File: src/rtl/sdr_ctrl_pkg.sv
package sdr_ctrl_pkg;

    localparam int BANK_W = 1;
    localparam int ROW_W  = 11;
    localparam int COL_W  = 8;
    localparam int ADDR_W = BANK_W + ROW_W + COL_W;
    localparam int DATA_W = 16;
    localparam int MASK_W = DATA_W / 8;
    // address pin that requests auto precharge / precharge-all
    localparam int AP_BIT = 10;

    // {cs_n, ras_n, cas_n, we_n}
    typedef enum logic [3:0] {
        CMD_NOP  = 4'b0111,
        CMD_ACT  = 4'b0011,
        CMD_RD   = 4'b0101,
        CMD_WR   = 4'b0100,
        CMD_PRE  = 4'b0010,
        CMD_REF  = 4'b0001,
        CMD_MRS  = 4'b0000
    } sdr_cmd_e;

    typedef enum logic [2:0] {
        ST_POWERUP,
        ST_PRE_ALL,
        ST_INIT_REF,
        ST_MODE,
        ST_IDLE,
        ST_ACCESS
    } seq_state_e;

    typedef struct packed {
        logic [BANK_W-1:0] bank;
        logic [ROW_W-1:0]  row;
        logic [COL_W-1:0]  col;
    } sdr_loc_t;

    typedef struct packed {
        logic              we;
        sdr_loc_t          loc;
        logic [DATA_W-1:0] wdata;
        logic [MASK_W-1:0] be;
    } host_req_t;

    function automatic sdr_loc_t split_addr(input logic [ADDR_W-1:0] a);
        return sdr_loc_t'(a);
    endfunction

    function automatic int imax(input int a, input int b);
        return (a > b) ? a : b;
    endfunction

    // burst of one, linear order, latency in bits 6:4
    function automatic logic [ROW_W-1:0] mode_word(input int cl);
        logic [ROW_W-1:0] w;
        w      = '0;
        w[6:4] = 3'(cl);
        return w;
    endfunction

    // cycles from a read/write command until the next command may be issued
    function automatic int post_access_wait(input int rc, input int rcd,
                                            input int wr, input int rp,
                                            input int cl);
        return imax(rc - rcd, imax(wr + rp, cl + 1));
    endfunction

endpackage

File: src/rtl/sdr_ref_timer.sv
module sdr_ref_timer #(
    parameter int REF_INTERVAL = 1560
) (
    input  logic clk,
    input  logic rst,
    input  logic ack,
    output logic pend
);
    localparam int TW = $clog2(REF_INTERVAL + 1);
    localparam logic [TW-1:0] LAST = TW'(REF_INTERVAL - 1);

    logic [TW-1:0] tick_cnt;

    always_ff @(posedge clk) begin
        if (rst) begin
            tick_cnt <= '0;
            pend     <= 1'b0;
        end else begin
            if (tick_cnt == LAST) begin
                tick_cnt <= '0;
                pend     <= 1'b1;
            end else begin
                tick_cnt <= tick_cnt + 1'b1;
                if (ack) pend <= 1'b0;
            end
        end
    end


    pend_hold_chk: assert property (@(posedge clk) disable iff (rst)
        (pend && !ack) |=> pend);

endmodule

File: src/rtl/sdr_rd_capture.sv
module sdr_rd_capture #(
    parameter int CAS_LAT = 2,
    parameter int DATA_W  = 16
) (
    input  logic              clk,
    input  logic              rst,
    input  logic              rd_issued,
    input  logic [DATA_W-1:0] dq_in,
    output logic              rd_valid,
    output logic [DATA_W-1:0] rd_data
);
    logic [CAS_LAT-1:0] lat_pipe;

    generate
        if (CAS_LAT == 1) begin : g_lat1
            always_ff @(posedge clk) begin
                if (rst) lat_pipe <= '0;
                else     lat_pipe <= rd_issued;
            end
        end else begin : g_latn
            always_ff @(posedge clk) begin
                if (rst) lat_pipe <= '0;
                else     lat_pipe <= {lat_pipe[CAS_LAT-2:0], rd_issued};
            end
        end
    endgenerate

    always_ff @(posedge clk) begin
        if (rst) begin
            rd_valid <= 1'b0;
            rd_data  <= '0;
        end else begin
            rd_valid <= lat_pipe[CAS_LAT-1];
            if (lat_pipe[CAS_LAT-1]) rd_data <= dq_in;
        end
    end


    one_beat_chk: assert property (@(posedge clk) disable iff (rst)
        rd_valid |=> !rd_valid);

endmodule

File: src/rtl/sdr_cmd_seq.sv
module sdr_cmd_seq
    import sdr_ctrl_pkg::*;
#(
    parameter int CAS_LAT   = 2,
    parameter int T_INIT    = 20000,
    parameter int T_RP      = 2,
    parameter int T_RCD     = 2,
    parameter int T_RC      = 7,
    parameter int T_RFC     = 7,
    parameter int T_MRD     = 2,
    parameter int T_WR      = 2,
    parameter int INIT_REFS = 2
) (
    input  logic              clk,
    input  logic              rst,
    input  logic              req_valid,
    input  host_req_t         req,
    output logic              req_ready,
    input  logic              ref_pend,
    output logic              ref_ack,
    output sdr_cmd_e          cmd_o,
    output logic [BANK_W-1:0] ba_o,
    output logic [ROW_W-1:0]  addr_o,
    output logic [MASK_W-1:0] dqm_o,
    output logic [DATA_W-1:0] dq_o,
    output logic              dq_oe_o,
    output logic              cke_o
);
    localparam int T_POST  = post_access_wait(T_RC, T_RCD, T_WR, T_RP, CAS_LAT);
    localparam int CNT_MAX = imax(T_INIT, imax(T_POST, imax(T_RFC,
                             imax(T_RP, imax(T_RCD, T_MRD)))));
    localparam int CNT_W   = $clog2(CNT_MAX + 1);
    localparam int IR_W    = $clog2(INIT_REFS + 1);
    localparam logic [ROW_W-1:0] AP_MASK = ROW_W'(1) << AP_BIT;

    seq_state_e       st;
    logic [CNT_W-1:0] wait_cnt;
    logic [IR_W-1:0]  init_left;
    host_req_t        cur;
    logic             slot_free;

    assign slot_free = (st == ST_IDLE) && (wait_cnt == '0);
    assign req_ready = slot_free && !ref_pend;
    assign ref_ack   = slot_free && ref_pend;

    always_ff @(posedge clk) begin
        if (rst) begin
            st        <= ST_POWERUP;
            wait_cnt  <= CNT_W'(T_INIT - 1);
            init_left <= IR_W'(INIT_REFS - 1);
            cur       <= '0;
            cmd_o     <= CMD_NOP;
            ba_o      <= '0;
            addr_o    <= '0;
            dqm_o     <= '0;
            dq_o      <= '0;
            dq_oe_o   <= 1'b0;
            cke_o     <= 1'b0;
        end else begin
            cmd_o   <= CMD_NOP;
            dq_oe_o <= 1'b0;
            dqm_o   <= '0;
            if (wait_cnt != '0) begin
                wait_cnt <= wait_cnt - 1'b1;
            end else begin
                unique case (st)
                    ST_POWERUP: begin
                        cke_o <= 1'b1;
                        st    <= ST_PRE_ALL;
                    end
                    ST_PRE_ALL: begin
                        cmd_o    <= CMD_PRE;
                        addr_o   <= AP_MASK;
                        wait_cnt <= CNT_W'(T_RP - 1);
                        st       <= ST_INIT_REF;
                    end
                    ST_INIT_REF: begin
                        cmd_o    <= CMD_REF;
                        wait_cnt <= CNT_W'(T_RFC - 1);
                        if (init_left == '0) st <= ST_MODE;
                        else                 init_left <= init_left - 1'b1;
                    end
                    ST_MODE: begin
                        cmd_o    <= CMD_MRS;
                        ba_o     <= '0;
                        addr_o   <= mode_word(CAS_LAT);
                        wait_cnt <= CNT_W'(T_MRD - 1);
                        st       <= ST_IDLE;
                    end
                    ST_IDLE: begin
                        if (ref_pend) begin
                            cmd_o    <= CMD_REF;
                            wait_cnt <= CNT_W'(T_RFC - 1);
                        end else if (req_valid) begin
                            cur      <= req;
                            cmd_o    <= CMD_ACT;
                            ba_o     <= req.loc.bank;
                            addr_o   <= req.loc.row;
                            wait_cnt <= CNT_W'(T_RCD - 1);
                            st       <= ST_ACCESS;
                        end
                    end
                    ST_ACCESS: begin
                        cmd_o    <= cur.we ? CMD_WR : CMD_RD;
                        ba_o     <= cur.loc.bank;
                        addr_o   <= ROW_W'(cur.loc.col) | AP_MASK;
                        wait_cnt <= CNT_W'(T_POST - 1);
                        st       <= ST_IDLE;
                        if (cur.we) begin
                            dq_oe_o <= 1'b1;
                            dq_o    <= cur.wdata;
                            dqm_o   <= ~cur.be;
                        end
                    end
                    default: st <= ST_IDLE;
                endcase
            end
        end
    end

    // ---------------- protocol checks on the issued command stream ----------
    localparam int AW = $clog2(T_RC + 1);
    localparam int FW = $clog2(T_RFC + 1);
    logic [AW-1:0] since_act;
    logic [FW-1:0] since_ref;
    logic          mode_done;

    always_ff @(posedge clk) begin
        if (rst) begin
            since_act <= AW'(T_RC);
            since_ref <= FW'(T_RFC);
            mode_done <= 1'b0;
        end else begin
            if (cmd_o == CMD_ACT)           since_act <= AW'(1);
            else if (since_act != AW'(T_RC)) since_act <= since_act + 1'b1;
            if (cmd_o == CMD_REF)            since_ref <= FW'(1);
            else if (since_ref != FW'(T_RFC)) since_ref <= since_ref + 1'b1;
            if (cmd_o == CMD_MRS) mode_done <= 1'b1;
        end
    end


    act_spacing_chk: assert property (@(posedge clk) disable iff (rst)
        (cmd_o == CMD_ACT) |-> (since_act >= AW'(T_RC)));


    rcd_gap_chk: assert property (@(posedge clk) disable iff (rst)
        (cmd_o == CMD_RD || cmd_o == CMD_WR) |-> (since_act >= AW'(T_RCD)));


    rfc_quiet_chk: assert property (@(posedge clk) disable iff (rst)
        (since_ref < FW'(T_RFC)) |-> (cmd_o == CMD_NOP));


    auto_pre_bit_chk: assert property (@(posedge clk) disable iff (rst)
        (cmd_o == CMD_RD || cmd_o == CMD_WR) |-> addr_o[AP_BIT]);


    accept_act_chk: assert property (@(posedge clk) disable iff (rst)
        (req_valid && req_ready) |=> (cmd_o == CMD_ACT));


    ready_after_mode_chk: assert property (@(posedge clk) disable iff (rst)
        req_ready |-> mode_done);


    drive_only_on_write_chk: assert property (@(posedge clk) disable iff (rst)
        dq_oe_o |-> (cmd_o == CMD_WR));

endmodule

File: src/rtl/sdr_ctrl_top.sv
module sdr_ctrl_top
    import sdr_ctrl_pkg::*;
#(
    parameter int CAS_LAT      = 2,
    parameter int T_INIT       = 20000,
    parameter int T_RP         = 2,
    parameter int T_RCD        = 2,
    parameter int T_RC         = 7,
    parameter int T_RFC        = 7,
    parameter int T_MRD        = 2,
    parameter int T_WR         = 2,
    parameter int INIT_REFS    = 2,
    parameter int REF_INTERVAL = 1560
) (
    input  logic              clk,
    input  logic              rst,
    input  logic              req_valid,
    output logic              req_ready,
    input  logic              req_we,
    input  logic [ADDR_W-1:0] req_addr,
    input  logic [DATA_W-1:0] req_wdata,
    input  logic [MASK_W-1:0] req_be,
    output logic              rd_valid,
    output logic [DATA_W-1:0] rd_data,
    output logic              sd_cke,
    output logic              sd_cs_n,
    output logic              sd_ras_n,
    output logic              sd_cas_n,
    output logic              sd_we_n,
    output logic [BANK_W-1:0] sd_ba,
    output logic [ROW_W-1:0]  sd_addr,
    output logic [MASK_W-1:0] sd_dqm,
    output logic [DATA_W-1:0] sd_dq_out,
    output logic              sd_dq_oe,
    input  logic [DATA_W-1:0] sd_dq_in
);
    host_req_t req;
    sdr_cmd_e  cmd;
    logic      ref_pend;
    logic      ref_ack;

    always_comb begin
        req.we    = req_we;
        req.loc   = split_addr(req_addr);
        req.wdata = req_wdata;
        req.be    = req_be;
    end

    sdr_ref_timer #(
        .REF_INTERVAL(REF_INTERVAL)
    ) i_ref_timer (
        .clk (clk),
        .rst (rst),
        .ack (ref_ack),
        .pend(ref_pend)
    );

    sdr_cmd_seq #(
        .CAS_LAT  (CAS_LAT),
        .T_INIT   (T_INIT),
        .T_RP     (T_RP),
        .T_RCD    (T_RCD),
        .T_RC     (T_RC),
        .T_RFC    (T_RFC),
        .T_MRD    (T_MRD),
        .T_WR     (T_WR),
        .INIT_REFS(INIT_REFS)
    ) i_cmd_seq (
        .clk      (clk),
        .rst      (rst),
        .req_valid(req_valid),
        .req      (req),
        .req_ready(req_ready),
        .ref_pend (ref_pend),
        .ref_ack  (ref_ack),
        .cmd_o    (cmd),
        .ba_o     (sd_ba),
        .addr_o   (sd_addr),
        .dqm_o    (sd_dqm),
        .dq_o     (sd_dq_out),
        .dq_oe_o  (sd_dq_oe),
        .cke_o    (sd_cke)
    );

    assign {sd_cs_n, sd_ras_n, sd_cas_n, sd_we_n} = cmd;

    sdr_rd_capture #(
        .CAS_LAT(CAS_LAT),
        .DATA_W (DATA_W)
    ) i_rd_capture (
        .clk      (clk),
        .rst      (rst),
        .rd_issued(cmd == CMD_RD),
        .dq_in    (sd_dq_in),
        .rd_valid (rd_valid),
        .rd_data  (rd_data)
    );

endmodule

File: config.mk
export PLATFORM = sky130hd
export DESIGN_NAME = sdr_ctrl_top
export DESIGN_NICKNAME = d
export VERILOG_FILES = /design/src/rtl/sdr_ctrl_pkg.sv /design/src/rtl/sdr_ref_timer.sv /design/src/rtl/sdr_rd_capture.sv /design/src/rtl/sdr_cmd_seq.sv /design/src/rtl/sdr_ctrl_top.sv
export SDC_FILE = /design/constraint.sdc
export NUM_CORES = 1
export LEC_CHECK = 0
export BUFFER_PORTS_ARGS = -buffer_cell sky130_fd_sc_hd__buf_2
export CAP_MARGIN = 20
export CORE_MARGIN = 8
export CORE_UTILIZATION = 30
export DETAILED_ROUTE_END_ITERATION = 10
export PLACE_DENSITY_LB_ADDON = 0.3
export SYNTH_ARGS = -nofsm -noshare
export SYNTH_HDL_FRONTEND = slang
export SYNTH_SLANG_ARGS = --single-unit
File: constraint.sdc
create_clock -name clk -period 5.1 [get_ports clk]
set_input_delay 0.765 -clock clk [delete_from_list [all_inputs] [get_ports clk]]
set_output_delay 0.765 -clock clk [all_outputs]
set_load 0.005 [all_outputs]
== Word-level counts from Yosys, hierarchy flattened ==
Index checks and enable logic that the tools add are counted.

* Register bits: 115
* Output and inout bits: 54
* Input port bits: 58
* Word-level logic and storage cells: 86

* Equality and inequality tests: 11
* Bitwise operators: 6
* Mux-type cells: 21
* $add $sub $neg: 3
* Reductions and logical operators: 25

{| class="wikitable"
|+ Operators by type and width
! cell !! count
|-
| case mux 15 bit (4 select lines) || 1
|-
| two-way mux 15 bit || 3
|-
| case mux 11 bit (4 select lines) || 1
|-
| two-way mux 11 bit || 2
|-
| case mux 4 bit (5 select lines) || 1
|-
| AND reduction 4 bit || 4
|-
| logical NOT 15 bit || 1
|-
| nonzero test 15 bit || 1
|-
| subtractor 15 x 1 -> 15 bit (second input constant) || 1
|-
| two-way mux 3 bit || 4
|-
| case mux 3 bit (4 select lines) || 1
|-
| adder 11 x 1 -> 11 bit (second input constant) || 1
|-
| == test 11 bit (second input constant) || 1
|-
| == test 3 x 2 -> 1 bit (second input constant) || 2
|-
| == test 3 bit (second input constant) || 2
|-
| two-way mux 1 bit || 6
|-
| AND reduction 3 bit || 2
|-
| OR reduction 2 bit || 3
|-
| NOT 1 bit || 5
|-
| nonzero test 5 bit || 1
|-
| == test 4 x 3 -> 1 bit (second input constant) || 1
|-
| two-way mux 4 bit || 1
|-
| inequality test 2 bit (second input constant) || 2
|-
| inequality test 4 bit (second input constant) || 1
|-
| other kinds (15) || 18
|}

== Longest topological paths before layout ==
* Word-level depth: 5
* Gate-level depth with buffers: 8
* Gate-level depth less buffers: 6

== Cells and area by module ==
Synthesis repeated with hierarchy kept, for this count alone.

* Cell total of the unflattened synthesis: 548
* Area, all modules: 4794.6 um^2

{| class="wikitable"
|+ By module, submodules not included
! module !! sequential area each (um^2) !! instances !! area an instance (um^2) !! cells each
|-
| sdr_cmd_seq || 1661.6 || 1 || 3592.2 || 431
|-
| sdr_rd_capture || 380.4 || 1 || 660.6 || 58
|-
| sdr_ref_timer || 240.2 || 1 || 529.3 || 58
|-
| sdr_ctrl_top || 0.0 || 1 || 12.5 || 1
|}

== Least setup slack after synthesis ==
No wires, ideal clock.

* Kind: reg-to-output
* From: register i_cmd_seq.wait_cnt[0]
* To: output port req_ready
* Required time: 4.335 ns
* Buffers on the path: 1
* Stages on the path, launching flop included: 7
* Path slack: 2.938 ns
* Data arrival time: 1.397 ns
* Cells stage by stage: dfxtp_1 -> inv_1 -> ha_1 -> nor4b_2 -> nand4_1 -> clkbuf_1 -> nor2_1

* Word-level cells in the longest chain between the ends: 3

{| class="wikitable"
|+ Ends and longest elaborated chain
! what !! RTL line !! RTL
|-
| start, declared || sdr_cmd_seq.sv:37 || <nowiki>logic [CNT_W-1:0] wait_cnt;</nowiki>
|-
| start signal, assigned || sdr_cmd_seq.sv:49 || <nowiki>wait_cnt <= CNT_W'(T_INIT - 1);</nowiki>
|-
| start signal, assigned || sdr_cmd_seq.sv:64 || <nowiki>wait_cnt <= wait_cnt - 1'b1;</nowiki>
|-
| start signal, assigned || sdr_cmd_seq.sv:74 || <nowiki>wait_cnt <= CNT_W'(T_RP - 1);</nowiki>
|-
| logical NOT 15 bit || sdr_cmd_seq.sv:42 || <nowiki>assign slot_free = (st == ST_IDLE) && (wait_cnt == '0);</nowiki>
|-
| logical AND 1 bit || sdr_cmd_seq.sv:42 ||
|-
| logical AND 1 bit || sdr_cmd_seq.sv:43 || <nowiki>assign req_ready = slot_free && !ref_pend;</nowiki>
|-
| end, declared || sdr_ctrl_top.sv:18 || <nowiki>output logic req_ready,</nowiki>
|}

Every way passes these cells.

== Worst setup path in the final report ==
* From: register i_cmd_seq.wait_cnt[4]
* To: output port req_ready

The elaborated chain is that of the path after synthesis.

==> flow_metrics.py <==
metrics = {
    "status": {
        "status": "finished clean",
    },
    "critical_path": {
        "ff2ff_path_depth": 4,
        "path_cells": "nor4_2 > nand4_1 > buf_4 > nor2_1 > buf_2",
        "crit_slowest_cell": "nor4_2",
        "crit_type": "reg -> out",
        "worstSetupEndpointType": "output pin",
        "start_kind": "flop",
        "path_max_fanout": 44,
        "crit_arrival_ps": 2310,
        "path_buf_inv": 2,
        "cp_slowest_stage_delay_ps": 790,
        "worstSetupPathDepth": 5,
        "crit_family": "simple AND/OR/NAND/NOR gates",
        "crit_required_ps": 4340,
    },
    "min_path": {
        "hold_path_depth": 1,
        "min_path_type": "reg -> reg",
    },
    "pwr": {
        "vdd_drop_max_mv": 0.232,
        "leakagePower_nw": 2.41,
        "p_per_area_nw_per_um2": 363,
        "power_mw": 2.22,
    },
    "detailed_routing": {
        "ant_nets": 0,
        "vias_per_cell": 4.94,
        "first_iter_violations": 213,
        "drcViolationCount": 0,
        "wl_per_cell_microns": 15.2,
        "finalWirelength_microns": 13100,
        "vias": 4261,
        "firstDrtPassIters": 4,
    },
    "synth": {
        "ys_ff_latch": 114,
        "netlist_top_cells_area": "dfxtp_1 48%, mux2i_1 6.7%, a21oi_1 5.2%",
        "yosys.area.top_type": "dfxtp_1",
        "yosys_warnings": 0,
        "synth_top_area_share": 0.478,
        "synth_area_sq_um": 4780,
        "ys_seq_area_frac": 0.478,
        "synth_edf_count": 0,
        "synthCells": 542,
        "synth.distinct_cells": 58,
        "synthArstFlopShare": 0,
        "ys.flop_type": "dfxtp_1",
        "synthesis.nets": 604,
        "synth.avg_cell_area_sq_um": 8.82,
    },
    "timing": {
        "rsz0062_at_grt": "no",
        "slew_headroom": 0.355,
        "finalWorstSetupSlack_ps": 2030,
        "clock.fmax_mhz": 326,
        "min_period_ps": 3070,
        "finClkSkew_ps": 7.61,
        "slew_violations": 0,
        "hold_violations": 0,
        "worst_slew_pin_slew_ps": 964,
        "setup_tns_ps": 0,
        "setup_violations": 0,
        "period_share": 0.602,
    },
    "floorplan": {
        "num_rows": 46,
        "fp.dieW_microns": 142,
        "die-area_sq_um": 20200,
        "start_util": 0.304,
        "fp.dieH_microns": 142,
        "core_area_sq_um": 15700,
        "pin_count": 112,
    },
    "cells_and_area": {
        "final_nets": 695,
        "mostFrequentLayoutCells": "114 x dfxtp_1, 110 x buf_2, 54 x nand2_1, 50 x a21oi_1, 42 x o21ai_0",
        "fin_util": 0.389,
        "final_common_cell": "dfxtp_1",
        "syn_to_final_growth_pct": 27.8,
        "drive_above_1_share": 0.245,
        "finalInstanceArea_sq_um": 6110,
        "n_antenna_cell": 0,
    },
    "cts": {
        "hold_buffers": 0,
        "cts_sinks": 114,
        "cts_max_path_buffers": 2,
        "clk_pin_slew_worst_paths_ps": 50,
        "post_cts_buffers": 0,
        "cts-root-buf": "clkbuf_16",
        "clkLatencyLatePin_ps": 410,
        "cts-resized-gates": 0,
        "cts_max_level": 4,
        "cts_tree": "yes",
        "cts_made_buffers": 17,
    },
    "placed_design": {
        "postPlaceCellArea_sq_um": 5420,
        "gp_congestion": 0.804,
        "dp_worst_setup_slack_ps": 2320,
        "hpwlAfterDp_microns": 8980,
        "io_buffers": 110,
    },
    "grt": {
        "grt_usage": 0.130,
        "grt_pass1_wl_microns": 21000,
        "antenna_found_initial": 0,
        "grt_max_degree": 75,
        "grt_pass1_vias": 4219,
        "overflow": 0,
    },
    "job": {
        "cap_viol_max_count": 0,
    },
}
flip-flops by register name, summed over array words and instances, names as in the netlist, 3 cells and up:
register / count
i_ref_timer.tick_cnt: 11
i_cmd_seq.st: 3
i_cmd_seq.addr_o: 11
i_cmd_seq.wait_cnt: 15
i_cmd_seq.dq_o: 16
i_cmd_seq.cmd_o: 3
i_rd_capture.rd_data: 16
i_cmd_seq.cur: 28
synth_stat cells, types with 5 or more instances:
cell	instances
a21oi_1	50
buf_2	9
clkbuf_1	26
dfxtp_1	114
inv_1	12
mux2i_1	32
nand2_1	54
nand3_1	41
nand4_1	8
nor2_1	41
nor3_1	11
nor3b_1	7
o21ai_0	42
o2bb2ai_1	8
xnor2_1	8
xor2_1	5
routing by layer:
metal	vias up	routed length [microns]	share of wire	global-route usage
met3	19	960	0.074	0.0493
li1	2093	-	-	-
met5	-	0	0	0
met2	132	6000	0.46	0.199
met1	2017	5850	0.45	0.162
met4	0	248	0.019	0.0526
layout make-up:
type | count | area [sq um]
Multi-Input combinational cell | 373 | 2250
Inverter | 13 | 48.8
Fill cell | 1557 | 9600
Tap cell | 216 | 270
Clock buffer | 19 | 453
Sequential cell | 114 | 2280
Timing Repair Buffer | 114 | 621
Clock inverter | 13 | 183
metrics by stage:
stage               cells  hold slack (ps)
finish                862              414
global route          862              456
CTS                   860              419
detailed placement    828              412
global placement      828              409
floorplan             542              394
logic make-up after synthesis:
family / synth area share
other: 0.000785
DFF: 0.478
xor gates and xnor gates: 0.0238
muxes: 0.0717
and+or+nand+nor: 0.216
AOI/OAI and AO/OA: 0.148
buffers and inverters: 0.0513
adders and majority gates: 0.0105
worst paths after layout:
kind	from	slack, ps	to
worst max register to register	i_cmd_seq.wait_cnt[4]	2320	i_cmd_seq.wait_cnt[0]
worst min-delay path	i_cmd_seq.cmd_o[1]	410	i_rd_capture.lat_pipe[0]
worst min register to register	i_cmd_seq.cmd_o[1]	410	i_rd_capture.lat_pipe[0]
worst max-delay path	i_cmd_seq.wait_cnt[4]	2030	req_ready
where the power goes:
group / internal, mW / total (mW) / switching (mW)
logic: 0.0256 / 0.0606 / 0.0349
registers: 0.895 / 0.901 / 0.00513
clock network: 0.842 / 1.26 / 0.417
total: 1.76 / 2.22 / 0.457
worst reg2reg max path, delay by kind of cell, from the launching register on:
| kind | cells | cell delay, ps |
|---|---|---|
| simple gates | 2 | 1680 |
| compound gates | 2 | 620 |
| flops | 1 | 360 |
(Power assumes the default switching activity.)
